==> config.mk <==
export PLATFORM = sky130hd
export DESIGN_NAME = can_irq_ctrl
export DESIGN_NICKNAME = d
export VERILOG_FILES = /design/src/rtl/can_irq_ctrl.sv
export SDC_FILE = /design/constraint.sdc
export NUM_CORES = 1
export LEC_CHECK = 0
export BUFFER_PORTS_ARGS = -buffer_cell sky130_fd_sc_hd__buf_4
export CAP_MARGIN = 20
export CORE_ASPECT_RATIO = 2
export CORE_MARGIN = 2
export CORE_UTILIZATION = 41
export DETAILED_ROUTE_END_ITERATION = 10
export PLACE_DENSITY = 0.79
export SLEW_MARGIN = 20
export SYNTH_ARGS = -nofsm -noshare
export SYNTH_HDL_FRONTEND = slang
export SYNTH_SLANG_ARGS = --single-unit
==> constraint.sdc <==
create_clock -name clk -period 1.7 [get_ports clk]
set_clock_uncertainty 0.2 [all_clocks]
set_input_delay 0 -clock clk [delete_from_list [all_inputs] [get_ports clk]]
set_output_delay 0 -clock clk [all_outputs]
set_load 0.02 [all_outputs]
==> src/rtl/can_irq_ctrl.sv <==
module can_irq_ctrl #(
  parameter int N_RX = 16,
  parameter int N_TX = 8
) (
  input  logic            clk,
  input  logic            rst_n,
  input  logic [15:0]     evt_i,
  input  logic [N_RX-1:0] rx_ie_i,
  input  logic [N_RX-1:0] rx_av_i,
  input  logic [N_TX-1:0] tx_ie_i,
  input  logic [N_TX-1:0] tx_done_i,
  input  logic            wr_en_i,
  input  logic            wr_sel_i,
  input  logic [15:0]     wr_data_i,
  input  logic            rd_sel_i,
  output logic [15:0]     rd_data_o,
  output logic            int_n
);

  localparam logic [15:0] ST_MASK  = 16'hFFFC;
  localparam logic [15:0] EN_MASK  = 16'hFFFD;
  localparam logic [15:0] LVL_MASK = 16'h1800;
  localparam logic [15:0] DIR_MASK = ST_MASK & ~LVL_MASK;
  localparam int          RX_BIT   = 12;
  localparam int          TX_BIT   = 11;

  logic [15:0] st_q, en_q;
  logic [15:0] clr, set, src;
  logic        rx_any, tx_any;

  assign clr = (wr_en_i && !wr_sel_i) ? (wr_data_i & ST_MASK) : 16'h0;
  assign set = evt_i & ST_MASK;

  always_ff @(posedge clk or negedge rst_n) begin
    if (!rst_n) begin
      st_q <= 16'h0;
      en_q <= 16'h0;
    end else begin
      st_q <= (st_q & ~clr) | set;
      if (wr_en_i && wr_sel_i) en_q <= wr_data_i & EN_MASK;
    end
  end

  assign rx_any = |(rx_ie_i & rx_av_i);
  assign tx_any = |(tx_ie_i & tx_done_i);

  always_comb begin
    src = st_q & en_q & DIR_MASK;
    src[RX_BIT] = en_q[RX_BIT] & rx_any;
    src[TX_BIT] = en_q[TX_BIT] & tx_any;
  end

  assign int_n     = ~(en_q[0] & (|src));
  assign rd_data_o = rd_sel_i ? en_q : st_q;

  p_set_r1: assert property (@(posedge clk) disable iff (!rst_n)
    |(evt_i & ST_MASK) |=> ((st_q & $past(evt_i & ST_MASK)) == $past(evt_i & ST_MASK)));

  p_clr_r2: assert property (@(posedge clk) disable iff (!rst_n)
    (wr_en_i && !wr_sel_i && |(wr_data_i & ST_MASK & ~evt_i))
    |=> ((st_q & $past(wr_data_i & ST_MASK & ~evt_i)) == 16'h0));

  p_race_r3: assert property (@(posedge clk) disable iff (!rst_n)
    (wr_en_i && !wr_sel_i && |(wr_data_i & evt_i & ST_MASK))
    |=> ((st_q & $past(wr_data_i & evt_i & ST_MASK)) == $past(wr_data_i & evt_i & ST_MASK)));

  p_glb_r6: assert property (@(posedge clk) disable iff (!rst_n)
    !rd_data_o[0] && rd_sel_i |-> int_n);

  p_unused_r9: assert property (@(posedge clk) disable iff (!rst_n)
    (rd_data_o & ~(rd_sel_i ? EN_MASK : ST_MASK)) == 16'h0);

  p_rst_r10: assert property (@(posedge clk)
    !rst_n |=> (rst_n || int_n));

endmodule

==> results of run 1 <==
==> cell usage in the layout, fill, tap and decap left out <==
cell	instances
buf_4	102
dlygate4sd3_1	45
mux2_2	29
dfrtp_1	29
nand2_1	15
a21o_1	14
clkbuf_8	7
a22oi_1	6
a22o_1	6
a221oi_2	6
nand4_1	3
and2_1	1
nor2b_1	1
a221o_1	1
nand2_2	1
conb_1	1
clkinv_2	1
buf_6	1
==> metrics by stage <==
stage	TNS, ns	cells
2_1_floorplan	0	118
3_3_place_gp	0	260
3_5_place_dp	0	260
4_1_cts	-0.221	316
5_1_grt	-0.391	317
6_report	-0.258	317
==> flip-flops by register name, summed over array words and instances (netlist names) <==
register  count
en_q         15
st_q         14
==> what timing repair did <==
| item | CTS | global route |
|---|---|---|
| pin swaps | 2 | 2 |
| setup endpoints to repair | 1 | 1 |
| hold buffers | 45 | 0 |
| hold endpoints to repair | 58 | 0 |
| resized for setup | 2 | 0 |
| buffers inserted | 3 | 1 |
==> logic make-up after synthesis <==
| logic type | Yosys count | synth area share |
|---|---|---|
| compound gates | 33 | 0.205 |
| buf+inv | 5 | 0.0178 |
| flops | 29 | 0.492 |
| mux | 29 | 0.221 |
| other cells | 1 | 0.00254 |
| simple gates | 21 | 0.0619 |
==> power by group through the flow <==
stage | logic, uW | registers, uW | clock network [uW]
after floorplan | 250 | 811 | 0
after global placement | 507 | 823 | 0
after detailed placement | 520 | 830 | 0
after CTS | 620 | 816 | 641
after global routing | 671 | 830 | 687
final | 632 | 823 | 668
==> worst max path at each step <==
stage          endpoint  slack [ns]  depth (start not counted)
3_3_place_gp      int_n        0.05                          6
6_report          int_n       -0.26                          6
2_1_floorplan     int_n        0.23                          5
4_1_cts           int_n       -0.22                          6
5_1_grt           int_n       -0.39                          6
3_5_place_dp      int_n        0.03                          6
==> worst max-delay path, cell delays in order (launching register included) <==
cell and delay (ns):
dfrtp_1 0.43, a22o_1 0.22, a221oi_2 0.19, nand4_1 0.12, a221o_1 0.29, nand2_2 0.09
buf_6 0.12
==> metal layers <==
layer / up-vias / global-route usage
li1: 743 / -
met1: 771 / 0.256
met2: 84 / 0.529
met3: 9 / 0.0694
met4: 0 / 0.132
met5: - / 0
==> cell type report <==
cell class                      count  area [sq um]  area share
Tap cell                           48          60.1      0.0211
Clock buffer                        7          96.3      0.0339
Sequential cell                    29           726       0.255
Clock inverter                      1          5.00     0.00176
Timing Repair Buffer              148          1230       0.432
Multi-Input combinational cell     84           727       0.256
==> flow_summary.yaml, run 1 <==
sta:
  setup_viol: 1
  period_needed_ns: 1.96
  period_share: 1.15
  worst_hold_slack_ns: 0.0983
  fmax_ghz: 0.511
  slew_viol_final: 0
  setup_ws_ns: -0.258
  hold_viol: 0
  rsz0062_at_grt: "yes"
cells_and_area:
  diodes: 0
  drive_above_1_share: 0.546
  fin_util: 0.832
  syn2layout_area_growth_pct: 92.5
  fin_area_sq_mm: 0.00284
  fillers: 189
  fin_nets: 353
clock_tree:
  clk_latency_ns: 0.29
  htree_levels: 2
  clockBufferDepth: 2
  clkTransAtPathRegs_ns: 0.07
  cts_sinks: 29
  cts_root_buffer: "clkbuf_8"
  cts_buffers: 5
  tritoncts: "yes"
global_routing:
  grt_overflow: 0
  antenna_found_initial: 0
  grt_pass1_wl_mm: 7.88
  grt_pass1_vias: 1785
  grt_max_degree: 30
  grt_usage: 0.280
placement:
  io_buffers: 97
  place_congestion: 0.830
  dp_slack_ns: 0.0307
  dp_hpwl_mm: 3.52
  place_area_sq_mm: 0.00225
detailed_routing:
  wl_mm: 5.67
  antenna_left: 0
  wl_met3_um: 401
  drc: 0
  via_per_inst: 5.07
  drt_iter0_drc: 20
  dr.max_layer_used: "met4"
  dr_wl_met2_mm: 3.26
  wl_met1_mm: 1.89
  wl_per_cell_um: 17.9
  dr.pass1.iters: 4
  vias: 1607
yosys:
  synth-main-ff-cell: "dfrtp_1"
  synth-edff-count: 0
  syn_avg_cell_area_sq_um: 12.5
  ys_async_sr_fraction: 1.00
  synth_seq_cells: 29
  synthTopCellsByCount: "dfrtp_1 (29), mux2_2 (29), nand2_1 (16), a21o_1 (14)"
  syn-num-nets: 203
  synth_top_area_cell: "dfrtp_1"
  syn_inst: 118
  ys_seq_area_frac: 0.492
  synth.area.top_cells: "dfrtp_1 (49%), mux2_2 (22%), a21o_1 (7.1%)"
  ys_warn_count: 0
  synth.top_cell.area_share: 0.492
  synth_area_sq_mm: 0.00148
  ys_types: 15
setup_path:
  r2r-start: "st_q[6]$_DFF_PN0_"
  startpoint: "en_q[4]$_DFFE_PN0P_"
  reg2reg_depth: 4
  crit_type: "reg -> out"
  worstPathRequired_ns: 1.50
  r2r-end: "st_q[6]$_DFF_PN0_"
  critPathMaxFanout: 3
  end_kind: "output port"
  reg2reg_slack_ns: 0.02
  arrival_ns: 1.76
  cp-start-kind: "register"
floorplanning:
  die_area_sq_mm: 0.00413
  start_util: 0.432
  core_sq_mm: 0.00342
  die_w_um: 46.4
  die_h_um: 88.9
  io_pins: 102
  std_cell_rows: 30
hold_path:
  hold_depth: 4
  holdPathEnd: "en_q[9]$_DFFE_PN0P_"
  min-delay-start: "wr_sel_i"
  hp-class: "in -> reg"
run_status:
  status: "complete, but fails checks"
  violations: "setup timing"
power_and_ir_drop:
  power_leakage_uw: 0.00126
  p_sw_frac: 0.288
  clkPwrFrac: 0.315
  finalPower_uw: 2120
  p_seq_frac: 0.388
  intPower_uw: 1510
  combPwrFrac: 0.298
  ir_drop_mv: 0.818
  p_per_area_mw_per_mm2: 747
  power.switching_uw: 611
flow_run:
  maxCapViolations: 0
Power figures use the tool's default switching activity.
==> run 2, diff against run 1 <==
==> constraint.sdc (replaced) <==
create_clock -name clk -period 1.7 [get_ports clk]
set_clock_uncertainty 0.2 [all_clocks]
set_input_delay 0.17 -clock clk [delete_from_list [all_inputs] [get_ports clk]]
set_output_delay 0.17 -clock clk [all_outputs]
set_load 0.02 [all_outputs]
==> flow_summary.yaml, run 2 (synthesis results as in run 1) <==
run_status:
  status: "complete, but fails checks"
  violations: "setup timing"
cells_and_area:
  fin_nets: 353
  mostFrequentLayoutCells: "buf_4 (107), dlygate4sd3_1 (40), mux2_2 (29), dfrtp_1 (29), nand2_1 (15)"
  multi_input_area_sq_um: 727
  seq_area_sq_um: 726
  largest_reg_flops: 15
  drive_above_1_share: 0.565
  syn2layout_area_growth_pct: 93.8
  fin_area_sq_mm: 0.00286
  fillers: 176
  diodes: 0
  final_common_cell: "buf_4"
  top_register: "en_q"
  top_regs: "en_q (15), st_q (14)"
power_and_ir_drop:
  clkPwrFrac: 0.371
  combPwrFrac: 0.276
  p_per_area_mw_per_mm2: 811
  ir_drop_mv: 0.946
  p_sw_frac: 0.252
  finalPower_uw: 2320
  power.switching_uw: 584
  intPower_uw: 1740
  power_leakage_uw: 0.00128
  p_seq_frac: 0.352
setup_path:
  worstPathRequired_ns: 1.33
  crit_type: "reg -> out"
  end_kind: "output port"
  cp-start-kind: "register"
  arrival_ns: 1.73
  reg2reg_depth: 3
  reg2reg_slack_ns: 0.11
  critPathMaxFanout: 2
detailed_routing:
  dr.pass1.iters: 4
  antenna_left: 0
  wl_per_cell_um: 16.9
  drc: 0
  via_per_inst: 5.06
  wl_mm: 5.35
  vias: 1604
  drt_iter0_drc: 17
global_routing:
  antenna_found_initial: 0
  grt_pass1_vias: 1804
  grt_pass1_wl_mm: 7.97
  grt_usage: 0.279
  grt_max_degree: 30
  grt_overflow: 0
placement:
  place_congestion: 0.805
  place_area_sq_mm: 0.00232
  io_buffers: 97
  dp_hpwl_mm: 3.61
clock_tree:
  clkTransAtPathRegs_ns: 0.06
  tritoncts: "yes"
  clockBufferDepth: 2
  clk_latency_ns: 0.28
  htree_levels: 2
  cts_sinks: 29
  post_cts.repair.setup_buffers: 0
  cts_buffers: 5
  cts_root_buffer: "clkbuf_8"
flow_run:
  maxCapViolations: 0
sta:
  rsz0062_at_grt: "yes"
  setup_ws_ns: -0.396
  fmax_ghz: 0.477
  hold_viol: 0
  slew_viol_final: 0
  period_share: 1.23
  setup_viol: 1
  period_needed_ns: 2.10
floorplanning:
  die_w_um: 46.4
  std_cell_rows: 30
  io_pins: 102
  die_area_sq_mm: 0.00413
  start_util: 0.432
  die_h_um: 88.9
  core_sq_mm: 0.00342
hold_path:
  hp-class: "in -> async"
[run 2: cell types whose count changed in the layout (fill, tap and decap cells not counted)]
cell,previous run,this run
bufinv_16,0,2
dlygate4sd3_1,45,40
clkbuf_8,7,5
buf_4,102,107
[run 2: path summary, 6_finish.rpt]
| kind | start | endpoint |
|---|---|---|
| worst max-delay path | st_q[6]$_DFF_PN0_ | int_n |
| worst min-delay path | rst_n | en_q[6]$_DFFE_PN0P_ |
| worst max register to register | st_q[5]$_DFF_PN0_ | st_q[5]$_DFF_PN0_ |
| worst min register to register | st_q[14]$_DFF_PN0_ | st_q[14]$_DFF_PN0_ |
| max in group asynchronous | rst_n | st_q[15]$_DFF_PN0_ |
| min in group clk | wr_sel_i | st_q[14]$_DFF_PN0_ |
[run 2: per-stage QoR]
stage          hold WS (ns)  worst slack (ns)  TNS, ns  std cells   util
2_1_floorplan        -0.326            0.0593        0        118      -
4_1_cts               0.148            -0.401   -0.401        317  0.838
3_3_place_gp        -0.0953            -0.110   -0.110        269  0.679
6_report              0.137            -0.396   -0.396        317  0.838
5_1_grt               0.162            -0.497   -0.497        317  0.838
3_5_place_dp        -0.0904            -0.134   -0.134        269  0.679
[run 2: timing repair]
item / 4_1_cts / 5_1_grt
endpoints found under the hold margin: 58 / 0
gates resized for setup: 2 / 0
setup endpoints to repair: 1 / 1
hold buffers: 40 / 0
pin swaps: 3 / 2
cloned: 0 / 0
[run 2: worst max-delay path, stage by stage, from the launching register on]
cell,delay [ns]
dfrtp_1,0.38
a22o_1,0.24
a221oi_2,0.21
nand4_1,0.13
a221o_1,0.28
nand2_2,0.09
buf_6,0.11
[run 2: routing by layer]
| layer | vias up | routed length (um) | GRT usage |
|---|---|---|---|
| met5 | - | 0 | 0 |
| li1 | 745 | - | - |
| met3 | 10 | 400 | 0.0633 |
| met2 | 87 | 3110 | 0.547 |
| met4 | 0 | 87 | 0.0961 |
| met1 | 762 | 1750 | 0.256 |
[run 2: area by class of cell]
cell class              count  share of cell area
clock buffers               5              0.0240
clock inverters             3              0.0227
multi-input cells          84               0.254
flip-flops and latches     29               0.254
well taps                  48              0.0210
repair buffers            148               0.425
[run 2: power by group through the flow]
stage | registers [uW] | logic, uW | clock network (uW)
finish | 817 | 641 | 862
global route | 825 | 681 | 898
CTS | 815 | 637 | 852
detailed placement | 827 | 557 | 0
global placement | 821 | 540 | 0
floorplan | 811 | 250 | 0
